$ cat src/rtl/audio_fifo_pkg.sv
package audio_fifo_pkg;
  localparam int STAT_W = 8;
  localparam int NERR   = 4;
  // status bit positions
  localparam int B_PB_UNDER  = 0;
  localparam int B_PB_OVER   = 1;
  localparam int B_CAP_OVER  = 2;
  localparam int B_CAP_UNDER = 3;
  localparam int B_PB_IRQ    = 4;
  localparam int B_CAP_IRQ   = 5;
  localparam int B_TMR_IRQ   = 6;
endpackage

$ cat src/rtl/afp_fifo.sv
module afp_fifo #(
  parameter int DEPTH = 16,
  parameter int WIDTH = 8
) (
  input  logic             clk_i,
  input  logic             rst_ni,
  input  logic             push_i,
  input  logic [WIDTH-1:0] data_i,
  input  logic             pop_i,
  output logic [WIDTH-1:0] data_o,
  output logic             full_o,
  output logic             empty_o
);
  localparam int AW = (DEPTH > 1) ? $clog2(DEPTH) : 1;
  localparam int CW = $clog2(DEPTH + 1);

  logic [WIDTH-1:0] mem_q [DEPTH];
  logic [AW-1:0]    wr_ptr_q, rd_ptr_q;
  logic [CW-1:0]    cnt_q;
  logic             push_ok, pop_ok;

  assign full_o  = (cnt_q == CW'(DEPTH));
  assign empty_o = (cnt_q == '0);
  assign push_ok = push_i & ~full_o;   // full judged on pre-cycle state
  assign pop_ok  = pop_i & ~empty_o;
  assign data_o  = mem_q[rd_ptr_q];

  function automatic logic [AW-1:0] nxt(input logic [AW-1:0] p);
    return (p == AW'(DEPTH - 1)) ? '0 : p + 1'b1;
  endfunction

  always_ff @(posedge clk_i) begin
    if (push_ok) mem_q[wr_ptr_q] <= data_i;
  end

  always_ff @(posedge clk_i or negedge rst_ni) begin
    if (!rst_ni) begin
      wr_ptr_q <= '0;
      rd_ptr_q <= '0;
      cnt_q    <= '0;
    end else begin
      if (push_ok) wr_ptr_q <= nxt(wr_ptr_q);
      if (pop_ok)  rd_ptr_q <= nxt(rd_ptr_q);
      case ({push_ok, pop_ok})
        2'b10:   cnt_q <= cnt_q + 1'b1;
        2'b01:   cnt_q <= cnt_q - 1'b1;
        default: cnt_q <= cnt_q;
      endcase
    end
  end

  a_r2_count_bound: assert property (@(posedge clk_i) disable iff (!rst_ni)
    cnt_q <= CW'(DEPTH));
  a_r2_full_empty_excl: assert property (@(posedge clk_i) disable iff (!rst_ni)
    !(full_o && empty_o));
  a_r10_full_drop: assert property (@(posedge clk_i) disable iff (!rst_ni)
    full_o && push_i && !pop_i |=> full_o);
  a_r10_empty_miss: assert property (@(posedge clk_i) disable iff (!rst_ni)
    empty_o && pop_i && !push_i |=> empty_o);
endmodule

$ cat src/rtl/afp_err_flags.sv
module afp_err_flags #(
  parameter int N = 4
) (
  input  logic         clk_i,
  input  logic         rst_ni,
  input  logic [N-1:0] set_i,
  input  logic [N-1:0] clr_i,
  output logic [N-1:0] flags_o
);
  for (genvar i = 0; i < N; i++) begin : g_flag
    logic flag_q;
    always_ff @(posedge clk_i or negedge rst_ni) begin
      if (!rst_ni) flag_q <= 1'b0;
      else         flag_q <= set_i[i] | (flag_q & ~clr_i[i]);  // set wins
    end
    assign flags_o[i] = flag_q;

    a_r7_sticky: assert property (@(posedge clk_i) disable iff (!rst_ni)
      flag_q && !clr_i[i] |=> flag_q);
    a_r7_set_wins: assert property (@(posedge clk_i) disable iff (!rst_ni)
      set_i[i] |=> flags_o[i]);
  end
endmodule

$ cat src/rtl/audio_fifo_pair.sv
module audio_fifo_pair
  import audio_fifo_pkg::*;
#(
  parameter int DEPTH = 16,
  parameter int WIDTH = 8
) (
  input  logic             clk_i,
  input  logic             rst_ni,
  input  logic             pb_wr_i,
  input  logic [WIDTH-1:0] pb_wdata_i,
  input  logic             dac_req_i,
  output logic [WIDTH-1:0] dac_data_o,
  output logic             pb_full_o,
  output logic             pb_empty_o,
  input  logic             adc_wr_i,
  input  logic [WIDTH-1:0] adc_data_i,
  input  logic             cap_rd_i,
  output logic [WIDTH-1:0] cap_rdata_o,
  output logic             cap_full_o,
  output logic             cap_empty_o,
  input  logic             pb_irq_i,
  input  logic             cap_irq_i,
  input  logic             tmr_irq_i,
  input  logic             stat_wr_i,
  input  logic [STAT_W-1:0] stat_wdata_i,
  output logic [STAT_W-1:0] stat_rdata_o,
  output logic             irq_o
);
  logic [WIDTH-1:0] cap_head;
  logic [WIDTH-1:0] last_q;
  logic [NERR-1:0]  err_set, err_clr, err_q;

  afp_fifo #(.DEPTH(DEPTH), .WIDTH(WIDTH)) u_pb_fifo (
    .clk_i, .rst_ni,
    .push_i (pb_wr_i),  .data_i (pb_wdata_i),
    .pop_i  (dac_req_i), .data_o (dac_data_o),
    .full_o (pb_full_o), .empty_o (pb_empty_o)
  );

  afp_fifo #(.DEPTH(DEPTH), .WIDTH(WIDTH)) u_cap_fifo (
    .clk_i, .rst_ni,
    .push_i (adc_wr_i), .data_i (adc_data_i),
    .pop_i  (cap_rd_i), .data_o (cap_head),
    .full_o (cap_full_o), .empty_o (cap_empty_o)
  );

  // last byte validly handed to the host
  always_ff @(posedge clk_i or negedge rst_ni) begin
    if (!rst_ni)                      last_q <= '0;
    else if (cap_rd_i && !cap_empty_o) last_q <= cap_head;
  end
  assign cap_rdata_o = cap_empty_o ? last_q : cap_head;

  always_comb begin
    err_set              = '0;
    err_set[B_PB_UNDER]  = dac_req_i & pb_empty_o;
    err_set[B_PB_OVER]   = pb_wr_i   & pb_full_o;
    err_set[B_CAP_OVER]  = adc_wr_i  & cap_full_o;
    err_set[B_CAP_UNDER] = cap_rd_i  & cap_empty_o;
  end
  assign err_clr = {NERR{stat_wr_i}} & ~stat_wdata_i[NERR-1:0];

  afp_err_flags #(.N(NERR)) u_flags (
    .clk_i, .rst_ni,
    .set_i (err_set), .clr_i (err_clr), .flags_o (err_q)
  );

  always_comb begin
    stat_rdata_o             = '0;
    stat_rdata_o[NERR-1:0]   = err_q;
    stat_rdata_o[B_PB_IRQ]   = pb_irq_i;
    stat_rdata_o[B_CAP_IRQ]  = cap_irq_i;
    stat_rdata_o[B_TMR_IRQ]  = tmr_irq_i;
  end
  assign irq_o = pb_irq_i | cap_irq_i | tmr_irq_i;

  a_r4_pb_under: assert property (@(posedge clk_i) disable iff (!rst_ni)
    dac_req_i && pb_empty_o |=> stat_rdata_o[B_PB_UNDER]);
  a_r3_pb_over: assert property (@(posedge clk_i) disable iff (!rst_ni)
    pb_wr_i && pb_full_o |=> stat_rdata_o[B_PB_OVER] && pb_full_o == !$past(dac_req_i));
  a_r5_cap_over: assert property (@(posedge clk_i) disable iff (!rst_ni)
    adc_wr_i && cap_full_o |=> stat_rdata_o[B_CAP_OVER]);
  a_r6_cap_under: assert property (@(posedge clk_i) disable iff (!rst_ni)
    cap_rd_i && cap_empty_o |=> stat_rdata_o[B_CAP_UNDER] && $stable(last_q));
  a_r9_reserved: assert property (@(posedge clk_i) disable iff (!rst_ni)
    stat_wr_i |=> !stat_rdata_o[STAT_W-1]);
endmodule

$ cat config.mk
export PLATFORM = sky130hd
export DESIGN_NAME = audio_fifo_pair
export DESIGN_NICKNAME = d
export VERILOG_FILES = /design/src/rtl/audio_fifo_pkg.sv /design/src/rtl/afp_fifo.sv /design/src/rtl/afp_err_flags.sv /design/src/rtl/audio_fifo_pair.sv
export SDC_FILE = /design/constraint.sdc
export NUM_CORES = 1
export LEC_CHECK = 0
export BUFFER_PORTS_ARGS = -buffer_cell sky130_fd_sc_hd__buf_2
export CAP_MARGIN = 10
export CORE_MARGIN = 2
export CORE_UTILIZATION = 55
export CTS_CLUSTER_DIAMETER = 120
export DETAILED_ROUTE_END_ITERATION = 10
export PLACE_DENSITY = 0.73
export SYNTH_ARGS = -nofsm -noshare
export SYNTH_HDL_FRONTEND = slang
export SYNTH_SLANG_ARGS = --single-unit
$ cat constraint.sdc
create_clock -name clk_i -period 3.1 [get_ports clk_i]
set_input_delay 0.31 -clock clk_i [delete_from_list [all_inputs] [get_ports clk_i]]
set_output_delay 0.31 -clock clk_i [all_outputs]
set_load 0.02 [all_outputs]
==> impl_metrics.py <==
metrics = {
    "setup_path": {
        "cp-start-kind": "register",
        "critical_path.endpoint_type": "output port",
        "cp.required_ns": 2.79,
        "worst-setup-path-type": "reg2out",
        "cp_data_arrival_time_ns": 2.62,
        "critical_path_peak_fanout": 17,
    },
    "global_route": {
        "grt_usage": 0.209,
        "grt_pass1_wl_um": 37900,
        "grt_pass1_vias": 6759,
        "antenna_found_initial": 0,
        "overflow": 0,
        "grt_start_max_net_pins": 39,
    },
    "synth": {
        "synth-seq-area-share": 0.697,
        "synth_edf_count": 256,
        "avgSynthCellArea_um2": 17.0,
        "synth_common_cells": "edfxtp_1 (256), nor2_1 (55), mux4_2 (40), dfrtp_1 (38), nand2_1 (26)",
        "synthCells": 731,
        "synth_top_area_cell": "edfxtp_1",
        "yosys_warnings": 0,
        "synth-async-reset-ratio": 0.129,
        "synth_nets": 782,
        "ys_ff_latch": 294,
        "netlist_area_um2": 12400,
        "synthFlopType": "edfxtp_1",
        "synth.distinct_cells": 53,
        "synth.most_common_cell": "edfxtp_1",
        "synthDominantCellAreaShare": 0.620,
        "yosys-top-cells-area": "edfxtp_1 (62%), dfrtp_1 (7.7%), mux4_2 (7.3%), mux2_2 (1.8%), ha_1 (1.7%)",
    },
    "pwr": {
        "ir_drop_uv": 489,
        "pwr-share-comb": 0.320,
        "p_seq_frac": 0.417,
        "p_per_area_nw_per_um2": 933,
        "clkPwrFrac": 0.263,
        "p_leak_nw": 4.94,
        "p_switching_mw": 4.29,
        "total_power_mw": 13.0,
        "p_sw_frac": 0.330,
        "p_int_mw": 8.70,
    },
    "cts": {
        "cts_sinks": 294,
        "cts.path.max_buffers": 3,
        "cts_root_buf": "clkbuf_16",
        "h-tree-depth": 1,
        "cts_tree": "yes",
        "clk_latency_ns": 0.56,
        "numCtsBuffers": 31,
        "clkTransAtPathRegs_ns": 0.06,
    },
    "timing": {
        "fmax_mhz": 341,
        "rsz0062_at_grt": "false",
        "maxSlewViolCount": 0,
        "skew_ns": 0.0265,
        "setup_viol": 0,
        "fin_crit_ns": 2.93,
        "hold_viol": 0,
        "finalSetupTns_ns": 0,
        "period_share": 0.945,
        "tightest_slew_ns": 0.909,
        "slew_headroom": 0.394,
    },
    "floorplanning": {
        "die_y_um": 154,
        "start_util": 0.565,
        "fp-row-count": 54,
        "ios": 63,
        "die_x_um": 154,
        "die-area_um2": 23800,
        "core_um2": 22000,
    },
    "job": {
        "maxCapViolations": 0,
    },
    "layout": {
        "fin_nets": 854,
        "area_growth_pct": 12.3,
        "fillers": 1477,
        "antenna_cells": 0,
        "drive_above_1_share": 0.246,
    },
    "drt": {
        "top_layer": "met4",
        "vias_per_cell": 6.01,
        "wl_met1_um": 10300,
        "drtAntennaViolNets": 0,
        "detail_route.first_pass.iterations": 5,
        "via_count": 6656,
        "drt_iter0_markers": 687,
        "wl_um": 24600,
        "routedWlPerCell_um": 22.2,
        "drc": 0,
        "wl_met3_um": 1570,
        "routed-wl-met2_um": 12300,
    },
    "worst_hold_path": {
        "hold_path.class": "in2reg",
    },
    "placed_design": {
        "hpwl_um": 15900,
        "io_buffers": 57,
        "gp_congestion": 0.890,
    },
    "status": {
        "status": "complete, no violations",
    },
}
## logic make-up after synthesis
| logic type | after synthesis | share of synthesized area |
|---|---|---|
| muxes | 85 | 0.122 |
| buffers and inverters | 65 | 0.0360 |
| and+or+nand+nor | 144 | 0.0563 |
| DFF | 294 | 0.697 |
| AOI/OAI and AO/OA | 110 | 0.0614 |
| other | 1 | 0.000302 |
| xor gates and xnor gates | 15 | 0.0106 |
| adders and majority gates | 17 | 0.0172 |
## power by group through the flow
stage                     clock network (mW)  logic (mW)  registers [mW]
after floorplan                            0        3.34            5.09
after detailed placement                   0        3.92            5.56
final                                   3.41        4.16            5.42
after global placement                     0        3.80            5.50
after global routing                    3.63        4.48            5.48
after CTS                               3.48        3.95            5.49
## cell usage in the layout (no fill, tap or decap), types with 19 or more instances in the layout
cell type,n
nor2_1,55
a21oi_1,25
buf_2,57
nand2_1,26
mux4_2,40
edfxtp_1,256
mux2_2,20
nor2b_1,19
dfrtp_1,35
buf_4,30
clkbuf_16,31
## registers in the layout (all words and copies together) (netlist names), 5 cells and up
register	count
u_pb_fifo.mem_q	128
u_pb_fifo.cnt_q	5
last_q	8
u_cap_fifo.cnt_q	5
u_cap_fifo.mem_q	128
## repair_timing
action                                  4_1_cts  5_1_grt
buffers inserted                              0        8
hold buffers                                  2        0
endpoints found under the setup margin        8       11
endpoints found under the hold margin        39        0
gates cloned                                  0        0
gates resized for setup                       3        3
pin swaps                                     0        0
## worst max-delay path, cell delays in order, from the launching register on
cell	delay, ns
dfrtp_1	0.84
mux4_1	0.40
and2b_1	0.19
a211oi_1	0.37
a21oi_1	0.08
buf_2	0.19
## area by class of cell
type / instances / area (um^2) / share of cell area
Timing Repair Buffer: 93 / 611 / 0.0438
Multi-Input combinational cell: 372 / 3320 / 0.239
Tap cell: 280 / 350 / 0.0252
Clock buffer: 38 / 822 / 0.0590
Inverter: 11 / 41.3 / 0.00296
Clock inverter: 20 / 130 / 0.00934
Sequential cell: 294 / 8650 / 0.621
## through the flow
stage / worst slack, ns / cell area [um^2] / utilization / hold slack [ns] / cells
3_3_place_gp: 0.358 / 12800 / 0.585 / 0.469 / 1040
2_1_floorplan: 0.356 / 12400 / - / 0.0144 / 731
4_1_cts: 0.00452 / 13800 / 0.629 / 0.00468 / 1100
5_1_grt: 0.0721 / 13900 / 0.634 / 0.0314 / 1108
3_5_place_dp: 0.0324 / 12800 / 0.585 / 0.482 / 1040
6_report: 0.170 / 13900 / 0.634 / 0.0255 / 1108
## path summary, 6_finish.rpt
check	startpoint	end	slack [ns]	cells past startpoint
setup / recovery	u_pb_fifo.rd_ptr_q[2]$_DFFE_PN0P_	dac_data_o[1]	0.17	5
hold / removal	pb_wr_i	u_flags.g_flag[1].flag_q$_DFF_PN0_	0.03	2
setup reg to reg	u_pb_fifo.cnt_q[1]$_DFFE_PN0P_	u_pb_fifo.cnt_q[4]$_DFFE_PN0P_	0.31	10
hold reg to reg	last_q[0]$_DFFE_PN0P_	last_q[0]$_DFFE_PN0P_	0.49	2
max in group asynchronous	rst_ni	u_pb_fifo.rd_ptr_q[0]$_DFFE_PN0P_	1.99	2
min in group asynchronous	rst_ni	u_flags.g_flag[1].flag_q$_DFF_PN0_	0.42	2
## metal layers
| layer | track usage | vias to the layer above |
|---|---|---|
| met4 | 0.0516 | 0 |
| met1 | 0.292 | 3384 |
| met3 | 0.0347 | 40 |
| li1 | - | 2997 |
| met2 | 0.347 | 235 |
| met5 | 0 | - |
(Power assumes the default switching activity.)
